$ cat config.mk
export PLATFORM = sky130hd
export DESIGN_NAME = fpcc_eval
export DESIGN_NICKNAME = d
export VERILOG_FILES = /design/src/rtl/fpcc_pkg.sv /design/src/rtl/fpcc_classify.sv /design/src/rtl/fpcc_flagreg.sv /design/src/rtl/fpcc_predicate.sv /design/src/rtl/fpcc_setbyte.sv /design/src/rtl/fpcc_eval.sv
export SDC_FILE = /design/constraint.sdc
export NUM_CORES = 1
export LEC_CHECK = 0
export BUFFER_PORTS_ARGS = -buffer_cell sky130_fd_sc_hd__buf_2
export CAP_MARGIN = 10
export CORE_AREA = 2 2 73 75
export CTS_CLUSTER_SIZE = 16
export DETAILED_ROUTE_END_ITERATION = 10
export DIE_AREA = 0 0 75 77
export PLACE_DENSITY = 0.72
export SYNTH_ARGS = -nofsm -noshare
export SYNTH_HDL_FRONTEND = slang
export SYNTH_HIERARCHICAL = 1
export SYNTH_SLANG_ARGS = --single-unit
$ cat constraint.sdc
create_clock -name clk -period 1.75 [get_ports clk]
set_input_delay 0.35 -clock clk [delete_from_list [all_inputs] [get_ports clk]]
set_output_delay 0.35 -clock clk [all_outputs]
set_load 0.1 [all_outputs]
$ cat src/rtl/fpcc_pkg.sv
// Package: shared flag type and predicate equations for the
// floating-point condition code evaluator.
// Assumes: predicate codes are 4 bits wide; wider selectors are
// range-checked by the caller.
package fpcc_pkg;

    // Number of supported predicate codes
    localparam int PRED_N = 16;
    // Bits needed to index them
    localparam int CODE_W = $clog2(PRED_N);
    // Number of condition flags
    localparam int FLAG_N = 4;

    // Condition flags, most significant first: negative, zero, infinity, NaN
    typedef struct packed {
        logic neg;
        logic zer;
        logic inf;
        logic nan;
    } fcc_t;

    // Evaluate one predicate code against the flags (infinity flag unused)
    function automatic logic eval_code(input logic [CODE_W-1:0] code,
                                       input fcc_t f);
        logic r;
        case (code)
            4'd0:    r = 1'b0;
            4'd1:    r = f.zer;
            4'd2:    r = !(f.nan || f.zer || f.neg);
            4'd3:    r = f.zer || !(f.nan || f.neg);
            4'd4:    r = f.neg && !(f.nan || f.zer);
            4'd5:    r = f.zer || (f.neg && !f.nan);
            4'd6:    r = !f.nan && !f.zer;
            4'd7:    r = !f.nan;
            4'd8:    r = f.nan;
            4'd9:    r = f.nan || f.zer;
            4'd10:   r = f.nan || !(f.neg || f.zer);
            4'd11:   r = f.nan || f.zer || !f.neg;
            4'd12:   r = f.nan || (f.neg && !f.zer);
            4'd13:   r = f.nan || f.zer || f.neg;
            4'd14:   r = !f.zer;
            default: r = 1'b1;
        endcase
        return r;
    endfunction

endpackage

$ cat src/rtl/fpcc_classify.sv
// Module: fpcc_classify
// Classifies an extended-precision value into the four condition flags.
// Assumes: the sign sits just above the exponent field, and the top
// mantissa bit is the explicit integer bit. That bit is ignored by the
// zero, infinity and NaN tests.
module fpcc_classify
    import fpcc_pkg::*;
#(
    parameter int EXP_W  = 15,
    parameter int MANT_W = 64
) (
    input  logic [EXP_W:0]    sexp,
    input  logic [MANT_W-1:0] mant,
    output fcc_t              cls
);

    localparam int FRAC_W = MANT_W - 1;

    logic [EXP_W-1:0]  expo;
    logic [FRAC_W-1:0] frac;
    logic              frac_zero;
    logic              exp_zero;
    logic              exp_max;

    // Split the fields; the integer bit is dropped here
    always_comb begin
        expo      = sexp[EXP_W-1:0];
        frac      = mant[FRAC_W-1:0];
        frac_zero = ~|frac;
        exp_zero  = ~|expo;
        exp_max   = &expo;
    end

    // Form the flags from the field tests
    always_comb begin
        cls.neg = sexp[EXP_W];
        cls.zer = exp_zero && frac_zero;
        cls.inf = exp_max && frac_zero;
        cls.nan = exp_max && !frac_zero;
    end

endmodule

$ cat src/rtl/fpcc_flagreg.sv
// Module: fpcc_flagreg
// Holds the condition flags. All four are replaced together on a strobed
// edge and hold otherwise.
// Assumes: synchronous active-low reset clears the flags.
module fpcc_flagreg
    import fpcc_pkg::*;
(
    input  logic clk,
    input  logic rst_n,
    input  logic load,
    input  fcc_t cls_in,
    output fcc_t flags
);

    // Flag register: clear on reset, replace on strobe, else hold
    always_ff @(posedge clk) begin
        if (!rst_n) begin
            flags <= '0;
        end else if (load) begin
            flags <= cls_in;
        end
    end

    AST_FLAGS_HOLD: assert property (@(posedge clk) disable iff (!rst_n)
        !load |=> $stable(flags));

    AST_CLASS_EXCLUSIVE: assert property (@(posedge clk) disable iff (!rst_n)
        $onehot0({flags.zer, flags.inf, flags.nan}));

    AST_LOAD_REPLACES: assert property (@(posedge clk) disable iff (!rst_n)
        load |=> (flags == $past(cls_in)));

endmodule

$ cat src/rtl/fpcc_predicate.sv
// Module: fpcc_predicate
// Evaluates all sixteen predicates in parallel and selects one by code.
// Selector values outside the table flag an unsupported condition and
// force the result false.
// Assumes: SEL_W is wider than the code index.
module fpcc_predicate
    import fpcc_pkg::*;
#(
    parameter int SEL_W = 6
) (
    input  fcc_t             flags,
    input  logic [SEL_W-1:0] sel,
    output logic             pred,
    output logic             bad
);

    logic [PRED_N-1:0] table_v;

    // One evaluator per predicate code
    for (genvar g = 0; g < PRED_N; g++) begin : g_code
        assign table_v[g] = eval_code(CODE_W'(g), flags);
    end

    // Range check on the selector and final pick
    always_comb begin
        bad  = |sel[SEL_W-1:CODE_W];
        pred = !bad && table_v[sel[CODE_W-1:0]];
    end

endmodule

$ cat src/rtl/fpcc_setbyte.sv
// Module: fpcc_setbyte
// Merges the all-ones or all-zeros conditional-set byte into the low
// byte of a data word. The upper bits pass through.
// Assumes: BYTE_W is smaller than WORD_W.
module fpcc_setbyte #(
    parameter int WORD_W = 32,
    parameter int BYTE_W = 8
) (
    input  logic              pred,
    input  logic [WORD_W-1:0] din,
    output logic [WORD_W-1:0] dout
);

    // Replace the low byte, keep the rest
    always_comb begin
        dout = {din[WORD_W-1:BYTE_W], {BYTE_W{pred}}};
    end

endmodule

$ cat src/rtl/fpcc_eval.sv
// Module: fpcc_eval (top)
// Floating-point condition code evaluator: classifies a strobed result,
// keeps the flags in a status word, and evaluates the selected predicate.
// It also produces the conditional-set merge of a data word.
// Assumes: synchronous active-low reset, and a single clock domain.
module fpcc_eval
    import fpcc_pkg::*;
#(
    parameter int EXP_W    = 15,
    parameter int MANT_W   = 64,
    parameter int SEL_W    = 6,
    parameter int WORD_W   = 32,
    parameter int BYTE_W   = 8,
    parameter int FLAG_LSB = 24
) (
    input  logic                clk,
    input  logic                rst_n,
    input  logic                res_valid,
    input  logic [EXP_W:0]      res_sexp,
    input  logic [MANT_W-1:0]   res_mant,
    input  logic [SEL_W-1:0]    cond_sel,
    input  logic [WORD_W-1:0]   dreg_in,
    output logic [WORD_W-1:0]   fstat,
    output logic                pred_true,
    output logic                cond_bad,
    output logic [WORD_W-1:0]   dreg_out
);

    fcc_t cls_w;
    fcc_t flags_q;

    // Classify the incoming value
    fpcc_classify #(.EXP_W(EXP_W), .MANT_W(MANT_W)) u_cls (
        .sexp (res_sexp),
        .mant (res_mant),
        .cls  (cls_w)
    );

    // Hold the flags
    fpcc_flagreg u_flg (
        .clk    (clk),
        .rst_n  (rst_n),
        .load   (res_valid),
        .cls_in (cls_w),
        .flags  (flags_q)
    );

    // Evaluate the selected predicate
    fpcc_predicate #(.SEL_W(SEL_W)) u_prd (
        .flags (flags_q),
        .sel   (cond_sel),
        .pred  (pred_true),
        .bad   (cond_bad)
    );

    // Merge the conditional-set byte
    fpcc_setbyte #(.WORD_W(WORD_W), .BYTE_W(BYTE_W)) u_set (
        .pred (pred_true),
        .din  (dreg_in),
        .dout (dreg_out)
    );

    // Place the flags in the status word, other bits zero
    always_comb begin
        fstat = '0;
        fstat[FLAG_LSB +: FLAG_N] = flags_q;
    end

    AST_BAD_FORCES_FALSE: assert property (@(posedge clk) disable iff (!rst_n)
        cond_bad |-> !pred_true);

    AST_CODE_TRUE: assert property (@(posedge clk) disable iff (!rst_n)
        (cond_sel == SEL_W'(15)) |-> pred_true);

    AST_CODE_FALSE: assert property (@(posedge clk) disable iff (!rst_n)
        (cond_sel == '0) |-> !pred_true);

    AST_SET_LOW_BYTE: assert property (@(posedge clk) disable iff (!rst_n)
        dreg_out[BYTE_W-1:0] == {BYTE_W{pred_true}});

    AST_SET_KEEP_HIGH: assert property (@(posedge clk) disable iff (!rst_n)
        dreg_out[WORD_W-1:BYTE_W] == dreg_in[WORD_W-1:BYTE_W]);

    AST_STATUS_UPDATE: assert property (@(posedge clk) disable iff (!rst_n)
        res_valid |=> (fstat[FLAG_LSB+FLAG_N-1] == $past(res_sexp[EXP_W])));

endmodule

==> results.env, run 1 <==
NETLIST.TOP_CELL.BY_AREA='sky130_fd_sc_hd__buf_4'
POSTROUTEANTENNANETS=0
CP.BUFFERS_INVERTERS=2
FINALWORSTSETUPSLACK_NS=-0.165
LARGEST_REGISTER_FFS=4
REG_TOP3='u_flg/flags (4)'
NUMBER_OF_GLOBAL_ROUTE_VIAS_BEFORE_REPAIR=1009
MAXCLOCKFREQUENCY_MHz=522
GRT_PASS1_WL_UM=4490
INITIALDRTVIOLATIONCOUNT=9
FILLER_CELL_COUNT=525
PORTBUFFERS=101
TIMING.CRITICAL_PATH.SLOWEST_STAGE_CELL='sky130_fd_sc_hd__a311oi_4'
ASYNC_FLOP_SHARE=0
CTS_HOLD_REPAIR.BUFFERS=0
HP-CLASS='in -> reg'
YS_TOP_CELLS_BY_COUNT='sky130_fd_sc_hd__buf_4, sky130_fd_sc_hd__nor4_1, sky130_fd_sc_hd__nand4_1, sky130_fd_sc_hd__nor2b_1'
CRIT_PATH_FREQUENT_CELL='sky130_fd_sc_hd__buf_12'
CTS.ROOT.BUFFER_CELL='sky130_fd_sc_hd__clkbuf_8'
TIMING_WORST_SETUP_PATH_TYPE='reg -> out'
VIOLATED_CHECKS='setup timing'
MIN_PERIOD_NS=1.92
DIE-WIDTH_UM=75
UNREPAIRED_SETUP_ENDPOINTS_AFTER_GLOBAL_ROUTING='yes'
FLOORPLAN.IO_PINS=187
OVERFLOW=0
LEAKAGE_POWER_TOTAL_nW=0.717
SYNTH_COMPOUND_GATE_AREA_SHARE=0.0336
REG_WITH_MOST_FFS='u_flg/flags'
STD_CELL_ROWS=26
YS_WARN_COUNT=6
FIN_CRIT_SH=1.09
DRV.MAX_CAP_VIOLATION_COUNT=0
MULTI_INPUT_AREA_UM2=503
WORST_EP_REQUIRED_TIME_NS=1.40
START_UTIL=0.180
POST_SYNTH_INSTANCE_AREA_UM2=895
POWER.DENSITY_nW_PER_UM2=580
SYNTH.LIB_CELLS_USED.DISTINCT=21
TRITONCTS='yes'
POSTSYNTH.TOPFLOPCELL='sky130_fd_sc_hd__dfxtp_1'
CTS_NUM_SINKS=4
SEQUENTIAL_CELL_AREA_UM2=91.3
SYNTH_TOP_CELLS_BY_AREA='sky130_fd_sc_hd__buf_4, sky130_fd_sc_hd__nor4_1, sky130_fd_sc_hd__dfxtp_1'
DP_HPWL_UM=2810
YS_SEQ_AREA_FRAC=0.0895
WORSTPATHARRIVAL_NS=1.57
MAXSLEWVIOLCOUNT=0
CP_CELL_SEQUENCE='mux2_4, a31oi_4, a311oi_4, buf_12, buf_12'
POST-ROUTE-UTIL=0.295
YS_FF_LATCH=4
CTS_INSERTED_BUFFERS=3
FINISH.CELL_COUNT_WITHOUT_FILLERS=264
AREA.GROWTH.SYNTH_TO_FINAL_PCT=64.1
DETAILROUTE.VIA_COUNT=1024
DETAILEDROUTE.FIRSTPASSITERATIONCOUNT=4
FIN_AREA_UM2=1470
SYNTH_FA_HA_AREA_FRAC=0
HOLD-WORST-SLACK_NS=0.384
SYNTHCELLS=116
DIE_HEIGHT_UM=77
INITIAL_ANTENNA_VIOLATION_COUNT=1
DESIGN.DIE.AREA_UM2=5780
CLK_LATENCY_NS=0.22
POST_SYNTH_AND_OR_NAND_NOR_AREA_FRACTION=0.283
AVGVIACOUNTPERCELL=3.88
WORST_PATH_TOP_CELL_FAMILY_BY_DELAY='compound AO/OA/AOI/OAI gates'
POST_SYNTH_MUX_AREA_SHARE=0.0573
LAYOUT.NETS=315
TIMING.CLOCK.SKEW_NS=0
TIMING.FINAL.HOLD_VIOLATIONS=0
WORST_IR_DROP_VDD_mV=0.170
GRT.TOTAL_USAGE=0.104
MAXIMUM_NUMBER_OF_PINS_ON_ONE_NET_BEFORE_GLOBAL_ROUTE_REPAIR=7
PLACE.GP.CONGESTION=0.717
TOTAL_POWER_mW=0.852
SYNTH_ENABLE_FLOP_CELLS=0
CP-END-KIND='primary output'
AVGSYNTHCELLAREA_UM2=7.71
SETUP.WORST_PATH.START_CLASS='flip-flop'
ROUTED_WIRE_LENGTH_PER_INSTANCE_UM=11.6
CLKTRANSATPATHREGS_NS=0.03
CLOCK_TREE.BUFFER_DEPTH=2
FRACTION_OF_FINAL_LAYOUT_CELLS_SIZED_BEYOND_DRIVE_STRENGTH_1=0.653
NETLIST.AREA_LEADER.SHARE=0.512
FP.COREAREA_UM2=4980
CRITICAL_PATH.MAX_FANOUT=6
CTS_HTREE_LEVELS=1
YOSYSMOSTFREQUENTCELL='sky130_fd_sc_hd__buf_4'
SETUP_VIOL_COUNT_FINAL=9
CRITICAL-PATH-MAX-STAGE-DELAY_NS=0.34
DRT-TOTAL-WL_UM=3070
SYNTH_TOP_FAMILY_BY_AREA='buffers and inverters'
TOTAL_PLACED_INSTANCE_AREA_UM2=1360
SYNTHXORXNORAREAFRAC=0
POST-PLACE-CELLS=258
OUTCOME='complete, but fails checks'
DETAIL_ROUTE.DRC_VIOLATIONS=0
logic make-up (layout without fill, tap and decap cells):
group	after synthesis	after routing
AOI/OAI and AO/OA	4	4
buffers and inverters	64	114
DFF	4	4
muxes	5	5
other	1	29
and+or+nand+nor	38	38
cell type report:
cell class              instances  share of cell area
diodes                          1             0.00171
clock buffers                   4              0.0307
inverters                       2             0.00512
multi-input cells              75               0.343
flip-flops and latches          4              0.0622
well taps                      70              0.0597
repair buffers                108               0.498
metrics by stage:
stage | worst slack [ns] | setup TNS (ns)
3_3_place_gp | -0.560 | -2.11
2_1_floorplan | -1.04 | -8.26
4_1_cts | -0.172 | -1.44
6_report | -0.165 | -1.37
5_1_grt | -0.216 | -2.05
3_5_place_dp | -0.545 | -2.06
worst paths after layout:
kind,start,slack [ns],depth (start not counted),end
max reg2reg,u_flg/flags[3],1.00,3,u_flg/flags[3]
min reg2reg,u_flg/flags[1],0.54,2,u_flg/flags[1]
max,u_flg/flags[3],-0.17,5,dreg_out[6]
min,rst_n,0.38,2,u_flg/flags[3]
layout by cell type, fill, tap and decap left out, drive strengths merged:
cell,count
nor4,20
buf,108
mux2i,4
and4,1
nor2b,5
a31oi,1
clkbuf,4
and2,1
nand4,7
mux2,1
o22ai,1
or2,1
or4,1
conb,28
a22o,1
nor3,1
nand3,1
a311oi,1
dfxtp,4
inv,2
diode,1
worst reg2reg max path, stage by stage (launching register included):
cell and delay [ns]:
sky130_fd_sc_hd__dfxtp_4 0.33, sky130_fd_sc_hd__buf_4 0.13, sky130_fd_sc_hd__mux2i_1 0.11, sky130_fd_sc_hd__nor2b_1 0.06
per-layer routing:
metal  share of wire  routed length [µm]  track usage
met1            0.35                1070       0.0934
met2            0.50                1540        0.190
met3            0.12                 365       0.0394
met4           0.032                  99       0.0607
met5               0                   0            0
timing repair:
| action | in CTS | in global routing |
|---|---|---|
| pin swaps | 2 | 0 |
| resized for setup | 10 | 2 |
| setup buffers | 1 | 0 |
| setup endpoints to repair | 12 | 12 |
power breakdown:
group | internal, mW | switching, mW
sequential | 0.0896 | 0.00106
clock | 0.156 | 0.0476
combinational | 0.142 | 0.416
Note: power is estimated with default switching activity, not from simulation.
==> inputs of run 2 (changes only) <==
--- a/config.mk
+++ b/config.mk
@@ -11,7 +11,7 @@
 export CTS_CLUSTER_SIZE = 16
 export DETAILED_ROUTE_END_ITERATION = 10
 export DIE_AREA = 0 0 75 77
-export PLACE_DENSITY = 0.72
+export PLACE_DENSITY = 0.62
 export SYNTH_ARGS = -nofsm -noshare
 export SYNTH_HDL_FRONTEND = slang
 export SYNTH_HIERARCHICAL = 1
==> run 2 against run 1 <==
The flow still finishes with violations (setup timing). Sequential share of layout area rose by 0.081 points. Combinational power fell by 2%. Non-clock buffer count did not move. First-iteration DRC count rose to 3.2 times the previous value. Via count fell by 1.5%. Routed wire length fell by 1.0%. Utilization fell by 0.38 points. Clock-buffer cell count did not move. Clock power rose by 3%. Final cell count fell by 0.38%. Final area fell by 1.3%. Largest power group unchanged.
==> results.env, run 2 (synthesis results as in run 1) <==
OUTCOME='complete, but fails checks'
VIOLATED_CHECKS='setup timing'
MAXCLOCKFREQUENCY_MHz=524  # +0.39%
HOLD-WORST-SLACK_NS=0.388  # +0.00453 ns
FIN_TNS_SETUP_NS=-1.41  # -0.0393 ns
LAYOUT.NETS=315  # unchanged
CLKTRANSATPATHREGS_NS=0.04  # about the same
INITIALDRTVIOLATIONCOUNT=29  # +20
CTS_INSERTED_BUFFERS=3  # unchanged
MAXIMUM_NUMBER_OF_PINS_ON_ONE_NET_BEFORE_GLOBAL_ROUTE_REPAIR=10  # +3
NUMBER_OF_GLOBAL_ROUTE_VIAS_BEFORE_REPAIR=950  # -5.8%
PORTBUFFERS=101  # unchanged
CLK_LATENCY_NS=0.22  # about the same
SETUP_VIOL_COUNT_FINAL=9  # unchanged
FILLER_CELL_COUNT=535  # +1.9%
REG_TOP3='u_flg/flags (4)'
TIMING.CLOCK.SKEW_NS=0  # unchanged
FIN_CRIT_SH=1.09  # -0.00429
INSERTEDDIODECOUNT=0  # -1
DP_HPWL_UM=2800  # -0.41%
HP-CLASS='in -> reg'
DRT-TOTAL-WL_UM=3040  # -1.0%
DETAILROUTE.VIA_COUNT=1009  # -1.5%
CTS_HTREE_LEVELS=1  # unchanged
STD_CELL_ROWS=26  # unchanged
PLACE.GP.CONGESTION=0.750  # +4.6%
TOTAL_POWER_mW=0.849  # -0.40%
POSTROUTEANTENNANETS=0  # unchanged
FINALWORSTSETUPSLACK_NS=-0.158  # +0.00750 ns
FRACTION_OF_FINAL_LAYOUT_CELLS_SIZED_BEYOND_DRIVE_STRENGTH_1=0.648  # -0.00518
MAXSLEWVIOLCOUNT=0  # unchanged
OVERFLOW=0  # unchanged
ROUTED_WIRE_LENGTH_PER_INSTANCE_UM=11.5  # -0.63%
FINAL_COMMON_CELL='sky130_fd_sc_hd__buf_2'
REG_WITH_MOST_FFS='u_flg/flags'
AVGVIACOUNTPERCELL=3.84  # -1.1%
START_UTIL=0.180  # unchanged
WORST_IR_DROP_VDD_mV=0.176  # +4.1%
MULTI_INPUT_AREA_UM2=512  # +1.7%
WORSTPATHARRIVAL_NS=1.56  # about the same
SETUP.WORST_PATH.START_CLASS='flip-flop'
WORST_EP_REQUIRED_TIME_NS=1.40  # about the same
TOTAL_PLACED_INSTANCE_AREA_UM2=1330  # -1.8%
CRITICAL_PATH.MAX_FANOUT=9  # +3
FP.COREAREA_UM2=4980  # unchanged
LEAKAGE_POWER_TOTAL_nW=0.724  # +0.96%
FIN_AREA_UM2=1450  # -1.3%
CP-END-KIND='primary output'
UNREPAIRED_SETUP_ENDPOINTS_AFTER_GLOBAL_ROUTING='yes'
LARGEST_REGISTER_FFS=4  # unchanged
POWER.DENSITY_nW_PER_UM2=586  # +0.89%
SEQUENTIAL_CELL_AREA_UM2=91.3  # unchanged
MIN_PERIOD_NS=1.91  # -0.00750 ns
GRT.TOTAL_USAGE=0.100  # -0.00391
TRITONCTS='yes'
DETAIL_ROUTE.DRC_VIOLATIONS=0  # unchanged
DESIGN.DIE.AREA_UM2=5780  # unchanged
TIMING.FINAL.HOLD_VIOLATIONS=0  # unchanged
CTS_HOLD_REPAIR.BUFFERS=0  # unchanged
GRT_PASS1_WL_UM=4310  # -3.9%
TIMING_WORST_SETUP_PATH_TYPE='reg -> out'
CTS_NUM_SINKS=4  # unchanged
INITIAL_ANTENNA_VIOLATION_COUNT=0  # -1
CTS.ROOT.BUFFER_CELL='sky130_fd_sc_hd__clkbuf_8'
DRV.MAX_CAP_VIOLATION_COUNT=0  # unchanged
CLOCK_TREE.BUFFER_DEPTH=2  # unchanged
FLOORPLAN.IO_PINS=187  # unchanged
DIE_HEIGHT_UM=77  # unchanged
FINAL_CELL_MIX='sky130_fd_sc_hd__buf_2, sky130_fd_sc_hd__conb_1, sky130_fd_sc_hd__nor4_1'
DETAILEDROUTE.FIRSTPASSITERATIONCOUNT=2  # -2
DIE-WIDTH_UM=75  # unchanged
AREA.GROWTH.SYNTH_TO_FINAL_PCT=62.0
-- run 2: changes by cell type in the layout (fill, tap and decap cells not counted), moves of 2 or more --
cell and delta:
sky130_fd_sc_hd__nor4_1 -3, sky130_fd_sc_hd__buf_2 +2, sky130_fd_sc_hd__nor4_2 +3, sky130_fd_sc_hd__buf_6 -2, sky130_fd_sc_hd__inv_1 +2, sky130_fd_sc_hd__inv_2 -2
-- run 2: final cells by class --
class | instances | share of cell area
clock buffer | 4 | 0.0311
inverter | 2 | 0.00518
multi-input combinational | 75 | 0.353
sequential | 4 | 0.0630
tap | 70 | 0.0604
timing repair buffer | 108 | 0.487
-- run 2: worst paths after layout --
check	start	endpoint	slack (ns)	cells after the start
setup / recovery	u_flg/flags[3]	dreg_out[3]	-0.16	5
hold / removal	rst_n	u_flg/flags[0]	0.39	2
hold reg to reg	u_flg/flags[1]	u_flg/flags[1]	0.53	2
setup reg to reg	u_flg/flags[0]	u_flg/flags[0]	0.99	3
-- run 2: metal layers --
metal | share of wire | global-route usage
met1 | 0.36 | 0.104
met3 | 0.11 | 0.0263
met5 | 0 | 0
met4 | 0.052 | 0.0732
met2 | 0.48 | 0.168
-- run 2: power breakdown --
group | switching (mW) | internal (mW) | leakage (nW)
combinational | 0.415 | 0.135 | 0.667
sequential | 0.00103 | 0.0895 | 0.0347
clock | 0.0526 | 0.156 | 0.0228
total | 0.468 | 0.380 | 0.724
-- run 2: repair_timing --
item / in CTS / in global routing
resized for setup: 3 / 5
setup endpoints to repair: 9 / 12
pin swaps: 1 / 1
setup buffers: 1 / 0
-- run 2: stage by stage --
step	utilization	instances	worst slack (ns)
after floorplan	-	143	-1.04
after global placement	0.267	258	-0.467
after detailed placement	0.267	258	-0.487
after CTS	0.284	263	-0.159
after global routing	0.291	263	-0.201
final	0.291	263	-0.158
-- run 2: worst max-delay path, stage by stage, from the launching register on --
cell and delay, ns:
sky130_fd_sc_hd__dfxtp_4 0.33, sky130_fd_sc_hd__mux2_4 0.21, sky130_fd_sc_hd__a31oi_4 0.09, sky130_fd_sc_hd__a311oi_4 0.31, sky130_fd_sc_hd__buf_12 0.21, sky130_fd_sc_hd__buf_12 0.18
